## src/rtl/acq_pkg.sv

```systemverilog
package acq_pkg;
    localparam int CODE_W = 3;
    localparam int DIV_W  = 4;
    localparam logic [CODE_W-1:0] CODE_TOP_AUTO = 3'd4;
    localparam logic [CODE_W-1:0] CODE_VOID     = 3'd7;

    typedef enum logic [1:0] {
        PH_UP  = 2'd0,
        PH_DN  = 2'd1,
        PH_GAP = 2'd2
    } phase_t;
endpackage

```

## src/rtl/acq_rate_decode.sv

```systemverilog
module acq_rate_decode
    import acq_pkg::*;
(
    input  logic              clk,
    input  logic              rst_n,
    input  logic              std_sel,
    input  logic [CODE_W-1:0] code,
    output logic [DIV_W-1:0]  div_mod,
    output logic              curve_low
);
    always_comb begin
        div_mod   = 4'd4;
        curve_low = 1'b0;
        if (std_sel) begin
            case (code)
                3'd1: begin div_mod = 4'd2; curve_low = 1'b1; end
                3'd2: begin div_mod = 4'd2; curve_low = 1'b0; end
                3'd3: begin div_mod = 4'd1; curve_low = 1'b1; end
                3'd4: begin div_mod = 4'd1; curve_low = 1'b0; end
                3'd5: begin div_mod = 4'd8; curve_low = 1'b1; end
                3'd6: begin div_mod = 4'd8; curve_low = 1'b0; end
                default: begin div_mod = 4'd4; curve_low = 1'b0; end
            endcase
        end else begin
            case (code)
                3'd2, 3'd3: div_mod = 4'd2;
                3'd4, 3'd5: div_mod = 4'd1;
                3'd6:       div_mod = 4'd8;
                default:    div_mod = 4'd4;
            endcase
        end
    end

    // The low curve is never combined with modulus 4.
    assert_low_not_div4_R4: assert property (@(posedge clk) disable iff (!rst_n)
        curve_low |-> (div_mod != 4'd4));
    assert_div_onehot_R2: assert property (@(posedge clk) disable iff (!rst_n)
        $onehot(div_mod));
endmodule

```

## src/rtl/acq_rate_step.sv

```systemverilog
module acq_rate_step
    import acq_pkg::*;
(
    input  logic              std_sel,
    input  logic [CODE_W-1:0] code,
    output logic [CODE_W-1:0] code_next
);
    always_comb begin
        if (std_sel) begin
            code_next = (code >= CODE_TOP_AUTO) ? '0 : code + 3'd1;
        end else if (code < 3'd2) begin
            code_next = 3'd2;
        end else if (code < 3'd4) begin
            code_next = 3'd4;
        end else begin
            code_next = '0;
        end
    end
endmodule

```

## src/rtl/acq_sweep_timer.sv

```systemverilog
module acq_sweep_timer
    import acq_pkg::*;
#(
    parameter int SWEEP_TICKS = 64
) (
    input  logic clk,
    input  logic rst_n,
    input  logic run,
    output logic sweep_up,
    output logic sweep_dn,
    output logic cycle_done
);
    localparam int TW = $clog2(SWEEP_TICKS + 1);
    localparam logic [TW-1:0] TICK_LAST = TW'(SWEEP_TICKS - 1);

    typedef struct packed {
        phase_t        phase;
        logic [TW-1:0] tick;
    } tmr_t;

    tmr_t st_d, st_q;

    always_comb begin
        st_d = st_q;
        if (!run) begin
            st_d.phase = PH_UP;
            st_d.tick  = '0;
        end else begin
            case (st_q.phase)
                PH_UP: begin
                    if (st_q.tick == TICK_LAST) begin
                        st_d.phase = PH_DN;
                        st_d.tick  = '0;
                    end else begin
                        st_d.tick = st_q.tick + 1'b1;
                    end
                end
                PH_DN: begin
                    if (st_q.tick == TICK_LAST) begin
                        st_d.phase = PH_GAP;
                        st_d.tick  = '0;
                    end else begin
                        st_d.tick = st_q.tick + 1'b1;
                    end
                end
                default: begin
                    st_d.phase = PH_UP;
                    st_d.tick  = '0;
                end
            endcase
        end
    end

    always_ff @(posedge clk or negedge rst_n) begin
        if (!rst_n) begin
            st_q <= '{phase: PH_UP, tick: '0};
        end else begin
            st_q <= st_d;
        end
    end

    assign sweep_up   = run && (st_q.phase == PH_UP);
    assign sweep_dn   = run && (st_q.phase == PH_DN);
    assign cycle_done = run && (st_q.phase == PH_GAP);

    // An idle tick is always followed by an upward sweep or a stop.
    assert_gap_then_up_R7: assert property (@(posedge clk) disable iff (!rst_n)
        cycle_done |=> (sweep_up || !run));
    assert_down_after_up_R7: assert property (@(posedge clk) disable iff (!rst_n)
        (sweep_dn && $past(run)) |-> ($past(sweep_up) || $past(sweep_dn)));
endmodule

```

## src/rtl/acq_sequencer.sv

```systemverilog
module acq_sequencer
    import acq_pkg::*;
#(
    parameter int SWEEP_TICKS = 64
) (
    input  logic              clk,
    input  logic              rst_n,
    input  logic              auto_mode,
    input  logic              std_sel,
    input  logic [CODE_W-1:0] sel_code,
    input  logic              lock_in,
    input  logic              data_present,
    output logic [CODE_W-1:0] rate_code,
    output logic [DIV_W-1:0]  div_mod,
    output logic              curve_low,
    output logic              sweep_up,
    output logic              sweep_dn
);
    typedef struct packed {
        logic [CODE_W-1:0] code;
    } seq_t;

    seq_t seq_d, seq_q;
    logic run, cycle_done;
    logic [CODE_W-1:0] code_step;

    assign run = data_present && !lock_in;

    acq_sweep_timer #(.SWEEP_TICKS(SWEEP_TICKS)) u_timer (
        .clk       (clk),
        .rst_n     (rst_n),
        .run       (run),
        .sweep_up  (sweep_up),
        .sweep_dn  (sweep_dn),
        .cycle_done(cycle_done)
    );

    acq_rate_step u_step (
        .std_sel  (std_sel),
        .code     (seq_q.code),
        .code_next(code_step)
    );

    always_comb begin
        seq_d = seq_q;
        if (!auto_mode) begin
            seq_d.code = (sel_code == CODE_VOID) ? '0 : sel_code;
        end else if (seq_q.code > CODE_TOP_AUTO) begin
            seq_d.code = '0;
        end else if (cycle_done) begin
            seq_d.code = code_step;
        end
    end

    always_ff @(posedge clk or negedge rst_n) begin
        if (!rst_n) begin
            seq_q <= '{code: '0};
        end else begin
            seq_q <= seq_d;
        end
    end

    assign rate_code = seq_q.code;

    acq_rate_decode u_dec (
        .clk      (clk),
        .rst_n    (rst_n),
        .std_sel  (std_sel),
        .code     (seq_q.code),
        .div_mod  (div_mod),
        .curve_low(curve_low)
    );

    assert_lock_hold_R10: assert property (@(posedge clk) disable iff (!rst_n)
        (auto_mode && lock_in && seq_q.code <= CODE_TOP_AUTO) |=>
        (!auto_mode || seq_q.code == $past(seq_q.code)));
    assert_lock_idle_R10: assert property (@(posedge clk) disable iff (!rst_n)
        lock_in |-> !(sweep_up || sweep_dn));
    assert_nodata_freeze_R11: assert property (@(posedge clk) disable iff (!rst_n)
        (auto_mode && !data_present && seq_q.code <= CODE_TOP_AUTO) |=>
        (!auto_mode || seq_q.code == $past(seq_q.code)));
    assert_void_code_R12: assert property (@(posedge clk) disable iff (!rst_n)
        (auto_mode && seq_q.code > CODE_TOP_AUTO) |=> (!auto_mode || seq_q.code == '0));
    assert_step_at_gap_R8: assert property (@(posedge clk) disable iff (!rst_n)
        (auto_mode && $past(auto_mode) && $past(seq_q.code) <= CODE_TOP_AUTO &&
         seq_q.code != $past(seq_q.code)) |-> $past(cycle_done));
endmodule

```

## config.mk

```make
export PLATFORM = sky130hd
export DESIGN_NAME = acq_sequencer
export DESIGN_NICKNAME = d
export VERILOG_FILES = /design/src/rtl/acq_pkg.sv /design/src/rtl/acq_rate_decode.sv /design/src/rtl/acq_rate_step.sv /design/src/rtl/acq_sweep_timer.sv /design/src/rtl/acq_sequencer.sv
export SDC_FILE = /design/constraint.sdc
export NUM_CORES = 1
export LEC_CHECK = 0
export ABC_AREA = 1
export BUFFER_PORTS_ARGS = -buffer_cell sky130_fd_sc_hd__buf_2
export CAP_MARGIN = 30
export CELL_PAD_IN_SITES_DETAIL_PLACEMENT = 0
export CELL_PAD_IN_SITES_GLOBAL_PLACEMENT = 1
export CORE_MARGIN = 5
export CORE_UTILIZATION = 25
export DETAILED_ROUTE_END_ITERATION = 7
export GPL_ROUTABILITY_DRIVEN = 0
export PLACE_DENSITY = 0.55
export REMOVE_ABC_BUFFERS = 1
export SETUP_SLACK_MARGIN = 0.05
export SYNTH_ARGS = -nofsm -noshare
export SYNTH_HDL_FRONTEND = slang
export SYNTH_SLANG_ARGS = --single-unit
```

## constraint.sdc

```tcl
create_clock -name clk -period 1.6 [get_ports clk]
set_input_delay 0.32 -clock clk [delete_from_list [all_inputs] [get_ports clk]]
set_output_delay 0.32 -clock clk [all_outputs]
set_load 0.03 [all_outputs]
```

======== After elaboration in Yosys (flattened, before gate mapping) ========
Cells that the tools add are included.
W data, S select, Z words.
word-level totals
  output and inout port bits .............. 10
  bits in registers ....................... 12
  logic and storage cells ................. 53
cells by class
  reduce and logical (&&, ||, !) cells .... 13
  $lt $le $gt $ge ......................... 4
  equality and inequality tests ........... 13
  add/subtract/negate cells ............... 2
  muxes and demuxes ....................... 18
operators with widths
  kind                   number
  $mux W3                8
  $pmux W4 S3            2
  $pmux W9 S2            1
  $eq A3 B3 Y1 const B   4
  $reduce_or A2 Y1       5
  $mux W9                1
  $add A7 B1 Y7 const B  1
  $eq A7 B6 Y1 const B   1
  $mux W7                1
  $eq A3 B2 Y1 const B   2
  $ne A3 B3 Y1 const B   2
  $logic_and A1 B1 Y1    4
  $mux W2                2
  $mux W4                1
  $add A3 B1 Y3 const B  1
  $eq A3 B1 Y1 const B   1
  $ge A3 B3 Y1 const B   1
  $gt A3 B3 Y1 const B   1
  $lt A3 B2 Y1 const B   1
  $lt A3 B3 Y1 const B   1
  $ne A3 B1 Y1 const B   1
  $reduce_or A3 Y1       1
  $eq A2 B1 Y1 const B   1
  $eq A2 B2 Y1 const B   1
  4 further kinds        5

======== Logic depth before layout (Yosys ltp) ========
Gate-level depths: netlist of run 1.
  depth after elaboration ................. 7
  gate-level depth with buffers ........... 8
  mapped depth without buffers ............ 8

======== Cells and area by module ========
Synthesis of run 1 repeated with hierarchy kept, for this count alone.
second synthesis, totals
  cell total of the unflattened synthesis .. 119
  area total of the unflattened synthesis .. 829.5 um2
by module, submodules not included
  module           times used  area each (um2)  cells an instance  sequential area each (um2)
  acq_sweep_timer  1           437.9            51                 225.2
  acq_sequencer    1           245.2            39                 75.1
  acq_rate_decode  1           81.3             18                 0.0
  acq_rate_step    1           65.1             11                 0.0

======== Worst setup path after synthesis of run 1 ========
No wires, ideal clock.
  kind .................................... register -> output
  start point ............................. reg seq_q, in the netlist rate_code[1]
  end point ............................... out curve_low
  buffers on the path ..................... 0
  arrival time ............................ 1516 ps
  data required time ...................... 1280 ps
  cell stages (with the launch flop) ...... 5
  setup slack ............................. -236 ps
  path through ............................ dfrtp_1 inv_1 ha_1 nand2_1 a31oi_1
between the ends
  longest elaborated chain between the ends .. 4
  elaborated cells between the ends (all ways) .. 6
  classes of those cells .................. eq/ne (3); mux (2); reduce/logical (1)
RTL lines
  item                                  RTL line               text
  start, declared                       acq_sequencer.sv:23    seq_t seq_d, seq_q;
  start signal, assigned                acq_sequencer.sv:57    seq_q <= '{code: '0};
  start signal, assigned                acq_sequencer.sv:59    seq_q <= seq_d;
  $eq A3 B1 Y1 (tied with other cells)  acq_rate_decode.sv:15  case (code)
  $reduce_or A3 Y1 (no line) (*)        -
  $mux W1 (*)                           acq_rate_decode.sv:15
  $mux W1 (*)                           acq_rate_decode.sv:14  if (std_sel) begin
  end, declared                         acq_sequencer.sv:15    output logic curve_low,
Mark *: on every way between the ends. The rest lies on a longest branch, timed or not.

======== Worst setup path after layout of run 1 ========
  start point ............................. reg seq_q, in the netlist rate_code[0]
  end point ............................... out div_mod[2]
between the ends
  longest elaborated chain between the ends .. 4
  elaborated cells between the ends (all ways) .. 14
  classes of those cells .................. eq/ne (6); mux (3); reduce/logical (5)
RTL lines
  item                                  RTL line                                      text
  $eq A3 B3 Y1 (tied with other cells)  acq_rate_decode.sv:15, acq_rate_decode.sv:25
  $reduce_or A2 Y1 (on tied branches)   -
  $pmux W4 S3 (on tied branches)        acq_rate_decode.sv:25, acq_rate_decode.sv:15
  $mux W4 (*)                           acq_rate_decode.sv:14
  end, declared                         acq_sequencer.sv:14                           output logic [DIV_W-1:0] div_mod,
Marked as above.

==> results of run 1 <==
-- state kept, by name (all words and copies together), names as in the netlist --
register,cells
u_timer.st_q,9
rate_code,3
-- worst max-delay path: stages, from the launching register on --
cell,delay (ns)
dfrtp_2,0.45
inv_2,0.10
ha_2,0.18
nand2_2,0.06
buf_4,0.13
nand4_1,0.07
nand2_1,0.07
buf_6,0.14
-- metrics by stage --
stage	area (µm²)	util [%]	setup WS (ns)	TNS, ns	hold WS (ns)
2_1_floorplan	795	-	-0.236	-0.888	0.0244
3_3_place_gp	977	31.7	0.00758	0	0.217
3_5_place_dp	977	31.7	-0.00860	-0.00860	0.214
4_1_cts	1100	35.7	-0.204	-0.677	0.395
5_1_grt	1110	36.1	-0.275	-1.04	0.367
6_report	1110	36.1	-0.186	-0.597	0.357
-- final cells by class --
| class | count | share of cell area [%] |
|---|---|---|
| Clock buffer | 4 | 3.27 |
| Inverter | 16 | 5.63 |
| Multi-Input combinational cell | 80 | 42.5 |
| Timing Repair Buffer | 27 | 16.3 |
| Tap cell | 44 | 4.95 |
| Sequential cell | 12 | 27.4 |
-- logic make-up (layout without fill, tap and decap cells) --
logic type                 Yosys count  after routing  synth area share (%)
AOI/OAI and AO/OA                   11             11                  7.18
and+or+nand+nor                     62             62                  36.7
xor gates and xnor gates             2              2                  2.18
buffers and inverters               17             47                  8.74
DFF                                 12             12                  37.4
adders and majority gates            5              5                  7.80
-- power breakdown --
group	internal, mW	leakage [nW]	switching [mW]
Combinational	0.209	0.355	0.296
Clock	0.138	0.0210	0.101
Sequential	0.326	0.159	0.0358
-- layer usage --
layer  GRT usage [%]  up-vias
met5               0        -
met4            3.05        0
met3            2.53        0
met2            14.2       16
met1            11.2      353
li1                -      410
-- worst max-delay path by stage --
stage	depth (start not counted)	startpoint	slack [ns]	to
3_5_place_dp	8	rate_code[0]	-0.009	div_mod[2]
6_report	7	rate_code[0]	-0.19	div_mod[2]
3_3_place_gp	8	rate_code[0]	0.008	div_mod[2]
4_1_cts	8	rate_code[1]	-0.20	div_mod[2]
2_1_floorplan	4	rate_code[1]	-0.24	curve_low
5_1_grt	7	rate_code[0]	-0.28	div_mod[2]
-- repair_timing --
item	CTS	global route
resized for setup	20	3
setup endpoints to repair	6	7
endpoints found under the hold margin	12	0
pin swaps	5	2
buffers inserted	2	1
hold buffers	1	0
-- cells in the final DEF, fill, tap and decap left out --
| cell | Yosys | routed |
|---|---|---|
| a21oi_1 | 3 | 3 |
| a31oi_1 | 2 | 2 |
| buf_2 | 0 | 11 |
| buf_4 | 1 | 13 |
| buf_6 | 0 | 1 |
| clkbuf_4 | 0 | 4 |
| clkbuf_8 | 0 | 1 |
| dfrtp_1 | 12 | 9 |
| dfrtp_2 | 0 | 3 |
| dlygate4sd3_1 | 0 | 1 |
| ha_1 | 5 | 1 |
| ha_2 | 0 | 2 |
| ha_4 | 0 | 2 |
| inv_1 | 12 | 10 |
| inv_2 | 3 | 5 |
| inv_4 | 1 | 1 |
| nand2_1 | 28 | 24 |
| nand2_2 | 3 | 7 |
| nand2_4 | 1 | 1 |
| nand3_1 | 12 | 12 |
| nand3_2 | 2 | 2 |
| nand4_1 | 2 | 2 |
| nor2_1 | 10 | 10 |
| nor2_2 | 3 | 3 |
| nor3_2 | 1 | 1 |
| o21ai_1 | 6 | 6 |
| xnor2_1 | 1 | 1 |
| xor2_1 | 1 | 1 |
==> results_dict.tcl, run 1 <==
set metrics [dict create \
    r2r_slack_ns 0.29 \
    yosysSeqAreaShare_pct 37.4 \
    rsz0062_at_grt "true" \
    drtIter0Drc 24 \
    tightestPinTransition_ns 0.274 \
    worst_r2r_endpoint "rate_code[0]" \
    grt_start_max_net_pins 13 \
    min_period_over_period_pct 112 \
    powerDensity_mw_per_mm2 995 \
    routed_wl_um 1840 \
    netlist_area_um2 802 \
    synthToLayoutAreaGrowth_pct 38.5 \
    finalNonFillerCells 183 \
    dr.pass1.iters 4 \
    hold_path_class "in2reg" \
    vias 779 \
    synthDistinctLibCells 20 \
    syn-instance-count 109 \
    setup_slack_ns -0.186 \
    regArea_um2 304 \
    fill_cells 346 \
    yosysTopAreaCell "dfrtp_1" \
    avgSynthCellArea_um2 7.36 \
    clockBufferDepth 2 \
    finalHoldViolCount 0 \
    leakage_nw 0.535 \
    start_util_pct 26.1 \
    max_cap_viol_count 0 \
    dieHeight_um 66.6 \
    total_power_mw 1.11 \
    grtUsageTotal_pct 8.83 \
    met3_length_um 114 \
    dp_hpwl_um 1470 \
    wl_per_cell_um 10.0 \
    insertion_delay_ns 0.27 \
    fmax_ghz 0.560 \
    top_layer "met3" \
    cp_max_fo 4 \
    critPathRequiredTime_ns 1.28 \
    die_w_um 66.6 \
    synth_edf_count 0 \
    clock_skew_ns 0.00148 \
    antenna_found_initial 0 \
    slew_violations 0 \
    hold_depth 4 \
    drive_above_1_share_pct 41.0 \
    ys_ff_latch 12 \
    startpoint_type "flip-flop" \
    min_period_ns 1.79 \
    die-area_mm2 0.00444 \
    synth_area_leaders "dfrtp_1 37%, nand2_1 13%, ha_1 7.8%" \
    violations "negative setup slack" \
    vdd_drop_max_mv 0.344 \
    multi_input_area_um2 472 \
    relSlewSlack_pct 81.7 \
    grt_pass1_vias 737 \
    r2r_cells 8 \
    viasPerCell 4.26 \
    holdCritStartpoint "lock_in" \
    netlist_top_cells_count "28 x nand2_1, 12 x dfrtp_1, 12 x inv_1, 12 x nand3_1, 10 x nor2_1" \
    crit_path_end_kind "primary output" \
    grt-ovfl-total 0 \
    critPathArrivalTime_ns 1.47 \
    std_cell_rows 20 \
    port_buffers 18 \
    synth_flop_cell "dfrtp_1" \
    htree_num_levels 1 \
    worstHoldEndpoint "u_timer.st_q[1]" \
    placedCellCount 175 \
    status "complete, but fails checks" \
    ys.warnings.count 0 \
    cts_root_buf "clkbuf_4" \
    nNetsFinal 154 \
    yosysMostFrequentCell "nand2_1" \
    setup_violations 5 \
    num_io_pins 19 \
    cts-buffers-inserted 3 \
    grt_pass1_wl_um 3060 \
    clkTransAtPathRegs_ns 0.08 \
    clock_sinks 12 \
    coreArea_mm2 0.00308 \
    r2r-start "rate_code[1]" \
    m1WireLength_um 891 \
    ant_nets 0 \
    cts_tree "yes" \
    synth_top_area_share_pct 37.4 \
    diodes 0 \
    dr_wl_met2_um 830 \
    worstSetupPathType "reg2out" \
    drc 0 \
    async_flop_share_pct 100 \
]
No activity file was read; power rests on OpenSTA's default activity.
==> run 2, diff against run 1 <==
Settings changed: ABC_AREA 1 to unset, PLACE_DENSITY 0.55 to 0.52.
==> results_dict.tcl, run 2 <==
set metrics [dict create \
    cp_max_fo 5 \
    synth_flop_cell "dfrtp_1" \
    leakage_nw 0.575 \
    drive_above_1_share_pct 54.0 \
    die-area_mm2 0.00450 \
    clockPowerShare_pct 20.8 \
    ys_ff_latch 12 \
    hold_path_class "in2reg" \
    switchingPower_mw 0.424 \
    nNetsFinal 139 \
    setup_slack_ns -0.261 \
    syn-instance-count 83 \
    dieHeight_um 67.1 \
    netlist_area_um2 815 \
    place_ws_ns -0.0971 \
    startpoint_type "flip-flop" \
    start_util_pct 26.5 \
    async_flop_share_pct 100 \
    drc 0 \
    clkTransAtPathRegs_ns 0.07 \
    grt-ovfl-total 0 \
    relSlewSlack_pct 80.8 \
    diodes 0 \
    final_cell_mix "23 x buf_4, 11 x buf_2, 11 x dfrtp_1" \
    slowest_stage "dfrtp_2" \
    grt_start_max_net_pins 13 \
    ys.warnings.count 0 \
    port_buffers 18 \
    cts-buffers-inserted 3 \
    path_buf_inv 2 \
    synthToLayoutAreaGrowth_pct 55.3 \
    insertion_delay_ns 0.27 \
    fmax_ghz 0.537 \
    grtUsageTotal_pct 10.4 \
    synth_top_area_share_pct 36.9 \
    coreArea_mm2 0.00308 \
    holdCritStartpoint "sel_code[1]" \
    min_period_ns 1.86 \
    final_area_mm2 0.00126 \
    avgSynthCellArea_um2 9.81 \
    status "complete, but fails checks" \
    synthDistinctLibCells 38 \
    r2r-start "u_timer.st_q[0]" \
    clock_sinks 12 \
    powerDensity_mw_per_mm2 918 \
    ant_nets 0 \
    std_cell_rows 20 \
    internal_power_mw 0.736 \
    viasPerCell 4.57 \
    dp_hpwl_um 1560 \
    seq_power_share_pct 29.7 \
    htree_num_levels 1 \
    clockBufferDepth 2 \
    synth_area_leaders "dfrtp_1 37%, ha_1 7.7%, nor2b_1 3.8%" \
    final_common_cell "buf_4" \
    grt_pass1_wl_um 3640 \
    path_cells "ha_2, inv_1, a311oi_2, a211oi_2, buf_4" \
    synth_edf_count 0 \
    clock_skew_ns 0.00362 \
    vdd_drop_max_mv 0.358 \
    yosysSeqAreaShare_pct 36.9 \
    critPathRequiredTime_ns 1.28 \
    max_cap_viol_count 0 \
    crit_family "flip-flops" \
    largest_reg_flops 9 \
    yosysTopAreaCell "dfrtp_1" \
    critPathArrivalTime_ns 1.54 \
    tightestPinTransition_ns 0.287 \
    setup_violations 6 \
    top_register "u_timer.st_q" \
    wl_per_cell_um 11.8 \
    pwr-share-comb_pct 49.5 \
    min_period_over_period_pct 116 \
    slowest_delay_ns 0.46 \
    cts_tree "yes" \
    grt_pass1_vias 794 \
    dr.pass1.iters 4 \
    slew_violations 0 \
    crit_start "rate_code[0]" \
    placed_area_mm2 0.00105 \
    antenna_found_initial 0 \
    drtIter0Drc 13 \
    num_io_pins 19 \
    worstSetupPathType "reg2out" \
    crit_path_end_kind "primary output" \
    die_w_um 67.1 \
    rsz0062_at_grt "true" \
    finalHoldViolCount 0 \
    routed_wl_um 1990 \
    violations "negative setup slack" \
    vias 768 \
    swShare_pct 36.6 \
    yosysMostFrequentCell "dfrtp_1" \
    cts_root_buf "clkbuf_4" \
]
[run 2: cell families after synthesis]
| logic type | synth area share, % |
|---|---|
| DFF | 36.9 |
| buffers and inverters | 4.45 |
| xor gates and xnor gates | 3.23 |
| adders and majority gates | 7.68 |
| muxes | 6.45 |
| AOI/OAI and AO/OA | 14.0 |
| and+or+nand+nor | 27.3 |
[run 2: what timing repair did]
item                                    4_1_cts  5_1_grt
pin swaps                                     5        5
resized for setup                            28        5
endpoints found under the setup margin        7        7
hold buffers                                  1        0
endpoints found under the hold margin        12        0
gates cloned                                  0        0
buffers inserted                              3        3
[run 2: path summary, 6_finish.rpt]
kind | end | slack [ns] | cells after the start
max in group asynchronous | rate_code[0] | 0.91 | 2
min in group asynchronous | u_timer.st_q[4] | 0.45 | 2
hold reg to reg | u_timer.st_q[0] | 0.47 | 1
setup reg to reg | u_timer.st_q[7] | 0.23 | 4
setup / recovery | div_mod[2] | -0.26 | 5
hold / removal | rate_code[1] | 0.34 | 3
[run 2: routing by layer]
layer	part of all wire [%]	track usage, %
met5	0	0
met4	0.91	1.52
met3	4.4	3.54
met2	49	18.0
met1	45	12.6
[run 2: final cells by class]
type                       count  area [µm²]
fill                         319        1810
multi-input combinational     64         567
clock buffer                   4        36.3
tap                           44        55.1
inverter                       4        15.0
timing repair buffer          40         290
sequential                    12         302
[run 2: worst reg2reg max path, cell delays in order, from the launching register on]
cell and delay [ns]:
dfrtp_1 0.37, ha_1 0.22, nand3_1 0.16, nor3_4 0.16, mux2_2 0.36
[run 2: power groups by stage]
stage / Sequential, mW / Combinational, mW / Clock, mW
after floorplan: 0.385 / 0.204 / 0
after global placement: 0.345 / 0.445 / 0
after detailed placement: 0.347 / 0.441 / 0
after CTS: 0.343 / 0.552 / 0.251
after global routing: 0.347 / 0.628 / 0.272
final: 0.345 / 0.574 / 0.242
[run 2: through the flow]
| stage | TNS, ns | hold slack [ns] | util (%) | std cells | power [mW] |
|---|---|---|---|---|---|
| finish | -0.856 | 0.344 | 41.1 | 168 | 1.16 |
| global route | -1.41 | 0.355 | 41.1 | 168 | 1.25 |
| CTS | -0.946 | 0.337 | 39.7 | 165 | 1.15 |
| detailed placement | -0.0971 | 0.218 | 34.1 | 157 | 0.789 |
| global placement | -0.0374 | 0.216 | 34.1 | 157 | 0.790 |
| floorplan | -1.13 | 0.0244 | - | 80 | 0.590 |
==> run 3, diff against run 2 <==
Settings changed: CORE_UTILIZATION 25 to 39, PLACE_DENSITY 0.52 to 0.76.
==> results_dict.tcl, run 3 (synthesis results as in run 2) <==
set metrics [dict create \
    max_cap_viol_count 0 \
    coreArea_mm2 0.00198 \
    grt_pass1_wl_um 3560 \
    finalHoldViolCount 0 \
    antenna_found_initial 0 \
    setup_slack_ns -0.285 \
    clock_skew_ns 0.00612 \
    critPathRequiredTime_ns 1.28 \
    grt_start_max_net_pins 13 \
    vias 774 \
    leakage_nw 0.571 \
    cts_root_buf "clkbuf_4" \
    ant_nets 0 \
    fin_setup_tns_ns -1.16 \
    crit_path_end_kind "primary output" \
    placedCellCount 138 \
    fill_cells 147 \
    routed_wl_um 2020 \
    cts-buffers-inserted 3 \
    tightestPinTransition_ns 0.279 \
    final_cell_mix "19 x buf_4, 11 x buf_2, 11 x dfrtp_1" \
    synthToLayoutAreaGrowth_pct 53.3 \
    drc 0 \
    grt-ovfl-total 0 \
    wl_per_cell_um 13.6 \
    slew_violations 0 \
    cp_max_fo 4 \
    worstSetupPathType "reg2out" \
    min_period_ns 1.88 \
    status "complete, but fails checks" \
    largest_reg_flops 9 \
    die-area_mm2 0.00310 \
    critPathArrivalTime_ns 1.56 \
    multi_input_area_um2 578 \
    htree_num_levels 1 \
    grtUsageTotal_pct 14.0 \
    violations "negative setup slack" \
    drive_above_1_share_pct 54.1 \
    min_period_over_period_pct 118 \
    port_buffers 18 \
    dieHeight_um 55.7 \
    num_io_pins 19 \
    clockBufferDepth 2 \
    clock_sinks 12 \
    powerDensity_mw_per_mm2 915 \
    dp_hpwl_um 1450 \
    insertion_delay_ns 0.26 \
    vdd_drop_max_mv 0.660 \
    total_power_mw 1.14 \
    die_w_um 55.7 \
    setup_violations 6 \
    final_common_cell "buf_4" \
    fmax_ghz 0.531 \
    nNetsFinal 138 \
    start_util_pct 41.1 \
    finalNonFillerCells 149 \
    grt_pass1_vias 785 \
    viasPerCell 5.19 \
    drtIter0Drc 19 \
    hold_path_class "in2reg" \
    diodes 0 \
    cts_tree "yes" \
    startpoint_type "flip-flop" \
    rsz0062_at_grt "true" \
    clkTransAtPathRegs_ns 0.07 \
    regArea_um2 302 \
    top_register "u_timer.st_q" \
    std_cell_rows 16 \
    relSlewSlack_pct 81.3 \
    place_ws_ns -0.0949 \
    dr.pass1.iters 4 \
    utilization_pct 63.0 \
]
## run 3: where the power goes
part	leakage, nW	switching (mW)	internal, mW
Clock	0.0138	0.0889	0.0869
Sequential	0.161	0.0298	0.321
Combinational	0.396	0.307	0.309
## run 3: what timing repair did
item                                    4_1_cts  5_1_grt
hold buffers                                  1        0
endpoints found under the setup margin        7        8
resized for setup                            29        9
buffers inserted                              6        2
endpoints found under the hold margin        12        0
pin swaps                                     7        5
## run 3: final timing paths
path                       depth (start not counted)         endpoint  slack (ns)       startpoint
max                                                5       div_mod[2]       -0.28     rate_code[0]
min                                                3     rate_code[1]        0.35      sel_code[1]
max reg2reg                                        7     rate_code[1]        0.08     rate_code[0]
min reg2reg                                        1  u_timer.st_q[0]        0.48  u_timer.st_q[0]
max in group asynchronous                          2     rate_code[0]        0.93            rst_n
min in group asynchronous                          2     rate_code[1]        0.45            rst_n
## run 3: per-layer routing
layer | wire [µm] | GRT usage (%) | vias up
li1 | - | - | 376
met1 | 853 | 16.4 | 377
met2 | 1070 | 24.7 | 19
met3 | 83 | 3.94 | 2
met4 | 19 | 4.17 | 0
met5 | 0 | 0 | -
## run 3: final cells by class
cell class              count  share of cell area, %
clock buffers               3                   1.80
inverters                   4                   1.20
multi-input cells          64                   46.3
flip-flops and latches     12                   24.1
well taps                  27                   2.71
repair buffers             39                   23.8
## run 3: stage by stage
step           hold slack, ns  cell area, µm²
6_report                0.351            1250
5_1_grt                 0.367            1250
4_1_cts                 0.353            1190
3_5_place_dp            0.209            1010
3_3_place_gp            0.208            1010
2_1_floorplan          0.0244             793
## run 3: worst max-delay path, cell delays in order, from the launching register on
cell and delay (ns):
dfrtp_2 0.47, buf_4 0.16, buf_6 0.12, a311oi_2 0.30
a211oi_2 0.08, buf_4 0.18
